$ cat config.mk
export PLATFORM = sky130hd
export DESIGN_NAME = uart_frame_tx
export DESIGN_NICKNAME = d
export VERILOG_FILES = /design/src/rtl/uart_frame_pkg.sv /design/src/rtl/uart_fmt_regs.sv /design/src/rtl/uart_baud_gen.sv /design/src/rtl/uart_tx_seq.sv /design/src/rtl/uart_frame_tx.sv
export SDC_FILE = /design/constraint.sdc
export NUM_CORES = 1
export LEC_CHECK = 0
export CAP_MARGIN = 30
export CORE_MARGIN = 2
export CORE_UTILIZATION = 29
export DETAILED_ROUTE_END_ITERATION = 8
export DONT_BUFFER_PORTS = 1
export PLACE_DENSITY = 0.45
export SKIP_CTS_REPAIR_TIMING = 1
export SLEW_MARGIN = 30
export SYNTH_ARGS = -nofsm -noshare
export SYNTH_HDL_FRONTEND = slang
export SYNTH_SLANG_ARGS = --single-unit
$ cat constraint.sdc
create_clock -name clk -period 4.1 [get_ports clk]
set_input_delay 0.82 -clock clk [delete_from_list [all_inputs] [get_ports clk]]
set_output_delay 0.82 -clock clk [all_outputs]
set_load 0.03 [all_outputs]
$ cat src/rtl/uart_frame_pkg.sv
package uart_frame_pkg;

    localparam int FMT_W = 7;

    // parity codes carried in format bits 6:4
    localparam logic [2:0] PAR_NONE  = 3'd0;
    localparam logic [2:0] PAR_MARK  = 3'd1;
    localparam logic [2:0] PAR_SPACE = 3'd2;
    localparam logic [2:0] PAR_EVEN  = 3'd3;
    localparam logic [2:0] PAR_ODD   = 3'd4;

    // reset format: two stop bits, eight data bits, even parity
    localparam logic [FMT_W-1:0] FMT_RESET = 7'h31;

    typedef struct packed {
        logic       two_stop;
        logic       seven_bits;
        logic [2:0] par;
    } frame_fmt_t;

    typedef enum logic [2:0] {
        ST_IDLE,
        ST_START,
        ST_DATA,
        ST_PARITY,
        ST_STOP
    } tx_state_e;

    function automatic frame_fmt_t decode_fmt(input logic [FMT_W-1:0] w);
        frame_fmt_t f;
        f.two_stop   = w[0];
        f.seven_bits = w[2];
        f.par        = w[6:4];
        return f;
    endfunction

    function automatic logic par_active(input logic [2:0] code);
        return (code >= PAR_MARK) && (code <= PAR_ODD);
    endfunction

    // acc: XOR of the data bits already sent
    function automatic logic par_bit(input logic [2:0] code, input logic acc);
        logic b;
        case (code)
            PAR_MARK:  b = 1'b1;
            PAR_SPACE: b = 1'b0;
            PAR_EVEN:  b = acc;
            default:   b = ~acc;
        endcase
        return b;
    endfunction

endpackage

$ cat src/rtl/uart_fmt_regs.sv
module uart_fmt_regs
    import uart_frame_pkg::*;
#(
    parameter int DIV_W     = 12,
    parameter int DIV_RESET = 68
) (
    input  logic             clk,
    input  logic             rst_n,
    input  logic             cfg_we,
    input  logic [FMT_W-1:0] cfg_wdata,
    input  logic             div_we,
    input  logic [DIV_W-1:0] div_wdata,
    output frame_fmt_t       fmt,
    output logic [DIV_W-1:0] divisor
);

    typedef struct packed {
        frame_fmt_t       fmt;
        logic [DIV_W-1:0] div;
    } regs_t;

    regs_t q, d;

    always_comb begin
        d = q;
        if (cfg_we) d.fmt = decode_fmt(cfg_wdata);
        if (div_we) d.div = div_wdata;
    end

    always_ff @(posedge clk or negedge rst_n) begin
        if (!rst_n) begin
            q.fmt <= decode_fmt(FMT_RESET);
            q.div <= DIV_W'(DIV_RESET);
        end else begin
            q <= d;
        end
    end

    assign fmt     = q.fmt;
    assign divisor = q.div;

endmodule

$ cat src/rtl/uart_baud_gen.sv
module uart_baud_gen #(
    parameter int DIV_W = 12,
    parameter int OSR   = 16
) (
    input  logic             clk,
    input  logic             rst_n,
    input  logic [DIV_W-1:0] divisor,
    output logic             bit_tick
);

    localparam int OS_W = $clog2(OSR);

    typedef struct packed {
        logic [DIV_W-1:0] cnt;
        logic [OS_W-1:0]  os;
    } baud_t;

    baud_t q, d;
    logic  os_tick;
    logic [DIV_W-1:0] limit;

    always_comb begin
        // a divisor of zero runs as one
        limit   = (divisor == '0) ? '0 : divisor - 1'b1;
        os_tick = (q.cnt >= limit);
        d       = q;
        if (os_tick) begin
            d.cnt = '0;
            d.os  = (q.os == OS_W'(OSR - 1)) ? '0 : q.os + 1'b1;
        end else begin
            d.cnt = q.cnt + 1'b1;
        end
    end

    always_ff @(posedge clk or negedge rst_n) begin
        if (!rst_n) q <= '0;
        else        q <= d;
    end

    assign bit_tick = os_tick && (q.os == OS_W'(OSR - 1));

endmodule

$ cat src/rtl/uart_tx_seq.sv
module uart_tx_seq
    import uart_frame_pkg::*;
#(
    parameter int DATA_W = 8
) (
    input  logic              clk,
    input  logic              rst_n,
    input  logic              bit_tick,
    input  frame_fmt_t        fmt_in,
    input  logic              fifo_empty,
    input  logic [DATA_W-1:0] fifo_data,
    output logic              pop,
    output logic              line,
    output logic              busy,
    output frame_fmt_t        frame_fmt
);

    localparam int CNT_W = $clog2(DATA_W + 1);

    typedef struct packed {
        tx_state_e         st;
        logic [DATA_W-1:0] shreg;
        logic [CNT_W-1:0]  cnt;
        frame_fmt_t        fmt;
        logic              acc;
        logic              line;
    } seq_t;

    seq_t q, d;
    logic [CNT_W-1:0] last_idx;

    always_comb begin
        d        = q;
        pop      = 1'b0;
        last_idx = q.fmt.seven_bits ? CNT_W'(DATA_W - 2) : CNT_W'(DATA_W - 1);
        if (bit_tick) begin
            unique case (q.st)
                ST_IDLE: begin
                    if (!fifo_empty) begin
                        pop     = 1'b1;
                        d.st    = ST_START;
                        d.shreg = fifo_data;
                        d.fmt   = fmt_in;
                        d.acc   = 1'b0;
                        d.line  = 1'b0;
                    end
                end
                ST_START: begin
                    d.st    = ST_DATA;
                    d.line  = q.shreg[0];
                    d.acc   = q.shreg[0];
                    d.shreg = q.shreg >> 1;
                    d.cnt   = '0;
                end
                ST_DATA: begin
                    if (q.cnt == last_idx) begin
                        d.cnt = '0;
                        if (par_active(q.fmt.par)) begin
                            d.st   = ST_PARITY;
                            d.line = par_bit(q.fmt.par, q.acc);
                        end else begin
                            d.st   = ST_STOP;
                            d.line = 1'b1;
                        end
                    end else begin
                        d.line  = q.shreg[0];
                        d.acc   = q.acc ^ q.shreg[0];
                        d.shreg = q.shreg >> 1;
                        d.cnt   = q.cnt + 1'b1;
                    end
                end
                ST_PARITY: begin
                    d.st   = ST_STOP;
                    d.line = 1'b1;
                    d.cnt  = '0;
                end
                ST_STOP: begin
                    if (q.fmt.two_stop && (q.cnt == '0)) begin
                        d.cnt = q.cnt + 1'b1;
                    end else if (!fifo_empty) begin
                        pop     = 1'b1;
                        d.st    = ST_START;
                        d.shreg = fifo_data;
                        d.fmt   = fmt_in;
                        d.acc   = 1'b0;
                        d.line  = 1'b0;
                    end else begin
                        d.st   = ST_IDLE;
                        d.line = 1'b1;
                    end
                end
                default: d.st = ST_IDLE;
            endcase
        end
    end

    always_ff @(posedge clk or negedge rst_n) begin
        if (!rst_n) begin
            q.st    <= ST_IDLE;
            q.shreg <= '0;
            q.cnt   <= '0;
            q.fmt   <= decode_fmt(FMT_RESET);
            q.acc   <= 1'b0;
            q.line  <= 1'b1;
        end else begin
            q <= d;
        end
    end

    assign line      = q.line;
    assign busy      = (q.st != ST_IDLE);
    assign frame_fmt = q.fmt;

endmodule

$ cat src/rtl/uart_frame_tx.sv
module uart_frame_tx
    import uart_frame_pkg::*;
#(
    parameter int DIV_W     = 12,
    parameter int DIV_RESET = 68,
    parameter int OSR       = 16,
    parameter int DATA_W    = 8
) (
    input  logic              clk,
    input  logic              rst_n,
    input  logic              cfg_we,
    input  logic [FMT_W-1:0]  cfg_wdata,
    input  logic              div_we,
    input  logic [DIV_W-1:0]  div_wdata,
    input  logic              fifo_empty,
    input  logic [DATA_W-1:0] fifo_data,
    output logic              tx_line,
    output logic              tx_busy,
    output logic              tx_pop
);

    frame_fmt_t       reg_fmt;
    frame_fmt_t       active_fmt;
    logic [DIV_W-1:0] divisor;
    logic             bit_tick;

    uart_fmt_regs #(.DIV_W(DIV_W), .DIV_RESET(DIV_RESET)) u_regs (
        .clk       (clk),
        .rst_n     (rst_n),
        .cfg_we    (cfg_we),
        .cfg_wdata (cfg_wdata),
        .div_we    (div_we),
        .div_wdata (div_wdata),
        .fmt       (reg_fmt),
        .divisor   (divisor)
    );

    uart_baud_gen #(.DIV_W(DIV_W), .OSR(OSR)) u_baud (
        .clk      (clk),
        .rst_n    (rst_n),
        .divisor  (divisor),
        .bit_tick (bit_tick)
    );

    uart_tx_seq #(.DATA_W(DATA_W)) u_seq (
        .clk        (clk),
        .rst_n      (rst_n),
        .bit_tick   (bit_tick),
        .fmt_in     (reg_fmt),
        .fifo_empty (fifo_empty),
        .fifo_data  (fifo_data),
        .pop        (tx_pop),
        .line       (tx_line),
        .busy       (tx_busy),
        .frame_fmt  (active_fmt)
    );

endmodule

==> results of run 1 <==
==> synth_stat cells, types with 2 or more instances <==
| library cell | instances | area share [%] |
|---|---|---|
| dfstp_2 | 9 | 7.4 |
| mux2_2 | 18 | 6.4 |
| and3_1 | 7 | 1.4 |
| a21oi_1 | 10 | 1.6 |
| xnor2_1 | 9 | 2.5 |
| nor4_1 | 2 | 0.39 |
| dfrtp_1 | 46 | 36 |
| xor2_1 | 13 | 3.6 |
| nand4_1 | 2 | 0.39 |
| clkbuf_1 | 3 | 0.35 |
| nand2b_1 | 8 | 1.6 |
| inv_1 | 12 | 1.4 |
| nor3_1 | 4 | 0.63 |
| buf_2 | 6 | 0.94 |
| ha_1 | 18 | 7.1 |
| nand3_1 | 6 | 0.94 |
| o21ai_0 | 16 | 2.5 |
| mux2_4 | 5 | 2.4 |
| or2_1 | 2 | 0.39 |
| o211ai_2 | 2 | 0.78 |
| or3_1 | 2 | 0.39 |
| nand2_1 | 44 | 5.2 |
| nor2b_1 | 3 | 0.59 |
| mux2i_1 | 8 | 2.5 |
| nor2_1 | 27 | 3.2 |
==> power groups by stage <==
stage,Clock (uW),Combinational (uW),Sequential (uW)
2_1_floorplan,0,229,667
3_3_place_gp,0,266,684
3_5_place_dp,0,270,685
4_1_cts,412,273,675
5_1_grt,432,348,688
6_report,396,303,676
==> metal layers <==
metal / share of wire [%] / wire [um] / up-vias
met3: 3.3 / 213 / 6
met4: 1.5 / 97 / 0
met1: 47 / 2979 / 1084
li1: - / - / 1118
met5: 0 / 0 / -
met2: 49 / 3099 / 32
==> cell type report <==
type                    count  area [um^2]  area share (%)
multi-input cells         238         1782           49.21
flip-flops and latches     55         1388           38.32
well taps                 140        175.2           4.838
repair buffers             14        105.1           2.903
clock buffers               6        82.58           2.281
inverters                  12        50.05           1.382
clock inverters             2        38.79           1.071
==> worst max path at each step <==
| stage | slack, ns | cells after the start | start | end |
|---|---|---|---|---|
| after floorplan | 0.09 | 14 | u_regs.divisor[3] | tx_pop |
| after global placement | 0.15 | 13 | u_regs.divisor[4] | tx_pop |
| after detailed placement | 0.13 | 13 | u_regs.divisor[4] | tx_pop |
| after CTS | -0.23 | 13 | u_regs.divisor[4] | tx_pop |
| after global routing | -0.08 | 14 | u_regs.divisor[4] | tx_pop |
| final | 0.15 | 13 | u_regs.divisor[4] | tx_pop |
==> through the flow <==
step	utilization (%)	cell area, um^2	cells	hold slack (ns)
floorplan	-	3192	315	0.4496
global placement	31.41	3390	455	0.4644
detailed placement	31.41	3390	455	0.4744
CTS	32.53	3511	463	0.1724
global route	33.55	3621	467	0.1581
finish	33.55	3621	467	0.1868
==> state kept, by name, indices dropped and copies added, names as in the netlist <==
name             cells
u_seq.q             16
u_regs.fmt           5
u_seq.frame_fmt      5
u_regs.divisor      12
u_seq.line           1
u_baud.q            16
==> cell families (layout without fill, tap and decap cells) <==
kind of cell             count (synthesis)  count (layout)  synth area share, %
flip-flops                              55              55                43.47
buffers and inverters                   22              34                3.058
adder cells (fa/ha/maj)                 18              18                7.056
XOR/XNOR                                22              22                6.037
AO/OA/AOI/OAI                           52              52                12.19
multiplexers                            31              31                11.21
AND/OR/NAND/NOR                        115             115                16.97
==> worst reg2reg max path, delay by kind of cell (launching register included) <==
family,cells,cell delay [ns]
AO/OA/AOI/OAI,4,0.64
buffers and inverters,1,0.18
AND/OR/NAND/NOR,7,1.67
adder cells (fa/ha/maj),1,0.28
flip-flops,1,0.42
XOR/XNOR,1,0.14
==> summary.txt, run 1 <==
Worst Setup Start Kind: register
Routed WL: 6.389 mm
Avg Inst Size Synth: 10.13 um^2
clock share of power: 28.8%
pre-CTS WS: 0.1345 ns
Max Fclk: 253.4 MHz
post-layout min period: 3.947 ns
drt first pass iters: 5
CTS max path bufs: 2
worst setup path category: register to output pin
Die Y: 108.9 um
switching power share of the total: 29.79%
met1 usage: 15.27%
PortBufs: 0
io pins: 35
cell family with most CP delay: simple AND/OR/NAND/NOR gates
number of cell rows: 38
TritonCTS clock tree: built
Synth cell types: 58
VDD IR max: 0.0001865 V
final worst-path cycle share: 96.26%
total power: 1375 uW
Max Cap Violations: 0
DRC viols: 0
pin count of the biggest net entering global routing: 56
grt met2 use: 19.12%
type of the most critical hold path: primary input to async pin
fillcell total: 1,114
critical path capture point type: output pin
Worst Max-Slew Pin Slew: 0.9305 ns
clock skew: 0.008260 ns
ys async rst share: 100.0%
DR iter-0 viols: 45
Max-Slew Margin vs Limit: 37.96%
total grt overflow: 0
Fin. Hold Viols: 0
worst r2r src: u_regs.divisor[4]
ANT nets after route: 0
starting density of the core: 29.57%
Clk Latency, worst-skew pair: 0.31 ns
Cell Area, Synth: 3192 um^2
CTS root buf: clkbuf_8
area grow syn2layout: 13.45%
most frequent cells in the layout: dfrtp_1, nand2_1, nor2_1
Pleak: 0.001621 uW
met3 Use GR: 2.570%
Final WS setup: 0.1532 ns
global-route wire length before repair: 10.95 mm
pwr dens: 379.6 nW/um^2
Via density: 4.797
ANT cells: 0
fin nets: 376
Die ar.: 11,860 um^2
vias in the first global route: 2,228
CP max stage delay: 0.42 ns
Synthesized Nets: 365
Switch Pwr: 409.5 uW
Gate power share: 22.1%
endpoints failing setup: 0
GRT busiest layer: met2
GP Congestion: 0.7605
R2R cell count: 14
CP arrival: 3.13 ns
Warnings, synthesis: 0
CTS Sinks: 55
initial antenna violation count: 0
status: finished, final reports clean
top_reg_cell synth: dfrtp_1
worst endpoint required time: 3.28 ns
DR vias: 2,240
worst path bufs/invs: 1
CP max-delay cell: dfrtp_1
Critical Path Fanout Max: 3
EDFF count, synth: 0
Syn Inst Count: 315
Seq pwr share: 49.1%
worst reg2reg setup slack: 0.69 ns
crit-path cells: nor3_2 > and3_4 > nand2_2 > or3_1 > xnor2_1 > nand2_1 > ha_4 > and4_4 > o2111ai_4 > o32ai_4 > o21ai_2 > or2_4 > inv_6
most common cell after layout, fill and taps aside: dfrtp_1
core area: 10,790 um^2
CTS HTree Levels: 2
RSZ-0062 raised after global routing: true
proportion of layout cells with a drive suffix above 1: 22.63%
TritonCTS buffer count: 5
Setup TNS: 0 ns
Avg WL per Cell: 13.68 um
RR Endpoint: u_seq.q[10]
post-synthesis sequential area ratio: 43.47%
dpl hpwl: 4.659 mm
Final Max Slew Viols: 0
die width: 108.9 um
gr usage total: 11.70%
flop and latch count out of synthesis: 55
Reg clk slew, reported paths: 0.11 ns
internal power: 965.2 uW
Power figures use the tool's default switching activity.
==> run 2, diff against run 1 <==
--- a/config.mk
+++ b/config.mk
@@ -15,4 +15,5 @@
 export SLEW_MARGIN = 30
 export SYNTH_ARGS = -nofsm -noshare
 export SYNTH_HDL_FRONTEND = slang
+export SYNTH_HIERARCHICAL = 1
 export SYNTH_SLANG_ARGS = --single-unit
==> summary.txt, run 2 <==
Avg WL per Cell: 14.02 um
Max Cap Violations: 0
worst setup path category: register to output pin
Die ar.: 11,950 um^2
Pleak: 0.001644 uW
clock skew: 0.01097 ns
Reg clk slew, reported paths: 0.10 ns
failing checks: negative setup slack
pwr dens: 348.3 nW/um^2
GP Congestion: 0.7881
starting density of the core: 29.67%
Synthesized Nets: 360
Final Max Slew Viols: 0
critical path capture point type: output pin
io pins: 35
VDD IR max: 0.0002040 V
status: finished with violations
global-route wire length before repair: 10.56 mm
Max-Slew Margin vs Limit: 63.70%
total grt overflow: 0
proportion of layout cells with a drive suffix above 1: 26.85%
die width: 109.3 um
initial antenna violation count: 0
Critical Path Fanout Max: 6
Warnings, synthesis: 6
most frequent cells in the layout: dfrtp_1, nor2_1, nand2_1
CTS max path bufs: 2
Cell Area, Synth: 3217 um^2
CTS Sinks: 55
PortBufs: 0
ANT cells: 0
Syn Inst Count: 310
final std cells w/o fill: 464
DRC viols: 0
Final WS setup: -0.1569 ns
DR vias: 2,245
Avg Inst Size Synth: 10.38 um^2
TritonCTS clock tree: built
R2R cell count: 17
RR Endpoint: u_seq/q[1]
worst endpoint required time: 3.28 ns
gr usage total: 11.08%
endpoints failing setup: 1
worst reg2reg setup slack: 0.39 ns
Via density: 4.838
dpl hpwl: 4.611 mm
CTS root buf: clkbuf_8
number of cell rows: 38
RSZ-0062 raised after global routing: true
CTS HTree Levels: 2
CP arrival: 3.44 ns
fin nets: 373
final worst-path cycle share: 103.8%
post-placement cell count: 455
post-layout min period: 4.257 ns
vias in the first global route: 2,205
pin count of the biggest net entering global routing: 56
worst r2r src: u_regs/divisor[8]
area grow syn2layout: 15.09%
Routed WL: 6.504 mm
pre-CTS WS: -0.03390 ns
Worst Setup Start Kind: register
Worst Max-Slew Pin Slew: 0.5308 ns
Clk Latency, worst-skew pair: 0.31 ns
drt first pass iters: 4
Max Fclk: 234.9 MHz
DR iter-0 viols: 131
Die Y: 109.3 um
ANT nets after route: 0
core area: 10,840 um^2
Fin. Hold Viols: 0
TritonCTS buffer count: 5
most common cell after layout, fill and taps aside: dfrtp_1
type of the most critical hold path: primary input to async pin
run 2: area by class of cell:
| type | count | area, um^2 |
|---|---|---|
| Fill cell | 1115 | 7138 |
| Multi-Input combinational cell | 233 | 1887 |
| Sequential cell | 55 | 1388 |
| Tap cell | 140 | 175.2 |
| Timing Repair Buffer | 14 | 110.1 |
| Clock buffer | 6 | 72.57 |
| Inverter | 14 | 57.56 |
| Clock inverter | 2 | 12.51 |
run 2: how the worst max path moves through the flow:
stage                                  from  endpoint  cells past startpoint
after global placement    u_regs/divisor[8]    tx_pop                     15
after global routing      u_regs/divisor[8]    tx_pop                     14
final                     u_regs/divisor[8]    tx_pop                     15
after CTS                 u_regs/divisor[8]    tx_pop                     15
after detailed placement  u_regs/divisor[8]    tx_pop                     15
after floorplan           u_regs/divisor[6]    tx_pop                     15
run 2: critical path, cell delays in order, from the launching register on:
cell	delay, ns
dfrtp_1	0.39
or4_4	0.57
nor3_4	0.15
nand4b_1	0.17
buf_6	0.18
nand2_4	0.07
ha_4	0.20
a21o_1	0.14
a21o_1	0.16
a2111o_1	0.41
or2_4	0.25
and4_4	0.16
inv_4	0.06
a21oi_4	0.03
nand2_2	0.12
inv_4	0.07
run 2: power breakdown:
part           internal [uW]  leakage (uW)  switching [uW]  total (uW)
Clock                    120     0.0000412             178         298
Sequential               607      0.000682            65.1         672
Combinational            167      0.000921             153         320
Total                    894       0.00164             396        1290
run 2: metal layers:
| layer | wire length, um | GRT usage, % | share of wire [%] | vias up |
|---|---|---|---|---|
| li1 | - | - | - | 1114 |
| met1 | 3043 | 14.56 | 47 | 1087 |
| met2 | 3139 | 18.03 | 48 | 33 |
| met3 | 229 | 2.667 | 3.5 | 11 |
| met4 | 91 | 3.345 | 1.4 | 0 |
| met5 | 0 | 0 | 0 | - |
run 2: per-stage QoR:
stage                     hold slack (ns)  total power (uW)  util [%]  setup TNS, ns  area (um^2)
after floorplan                    0.4692             881.7         -              0         3247
after global placement             0.4935             937.8     31.80       -0.08107         3447
after detailed placement           0.4922             943.0     31.80       -0.03390         3447
after CTS                          0.1706              1257     32.58        -0.4090         3532
after global routing               0.1482              1392     34.15        -0.3279         3702
final                              0.1876              1290     34.15        -0.1569         3702
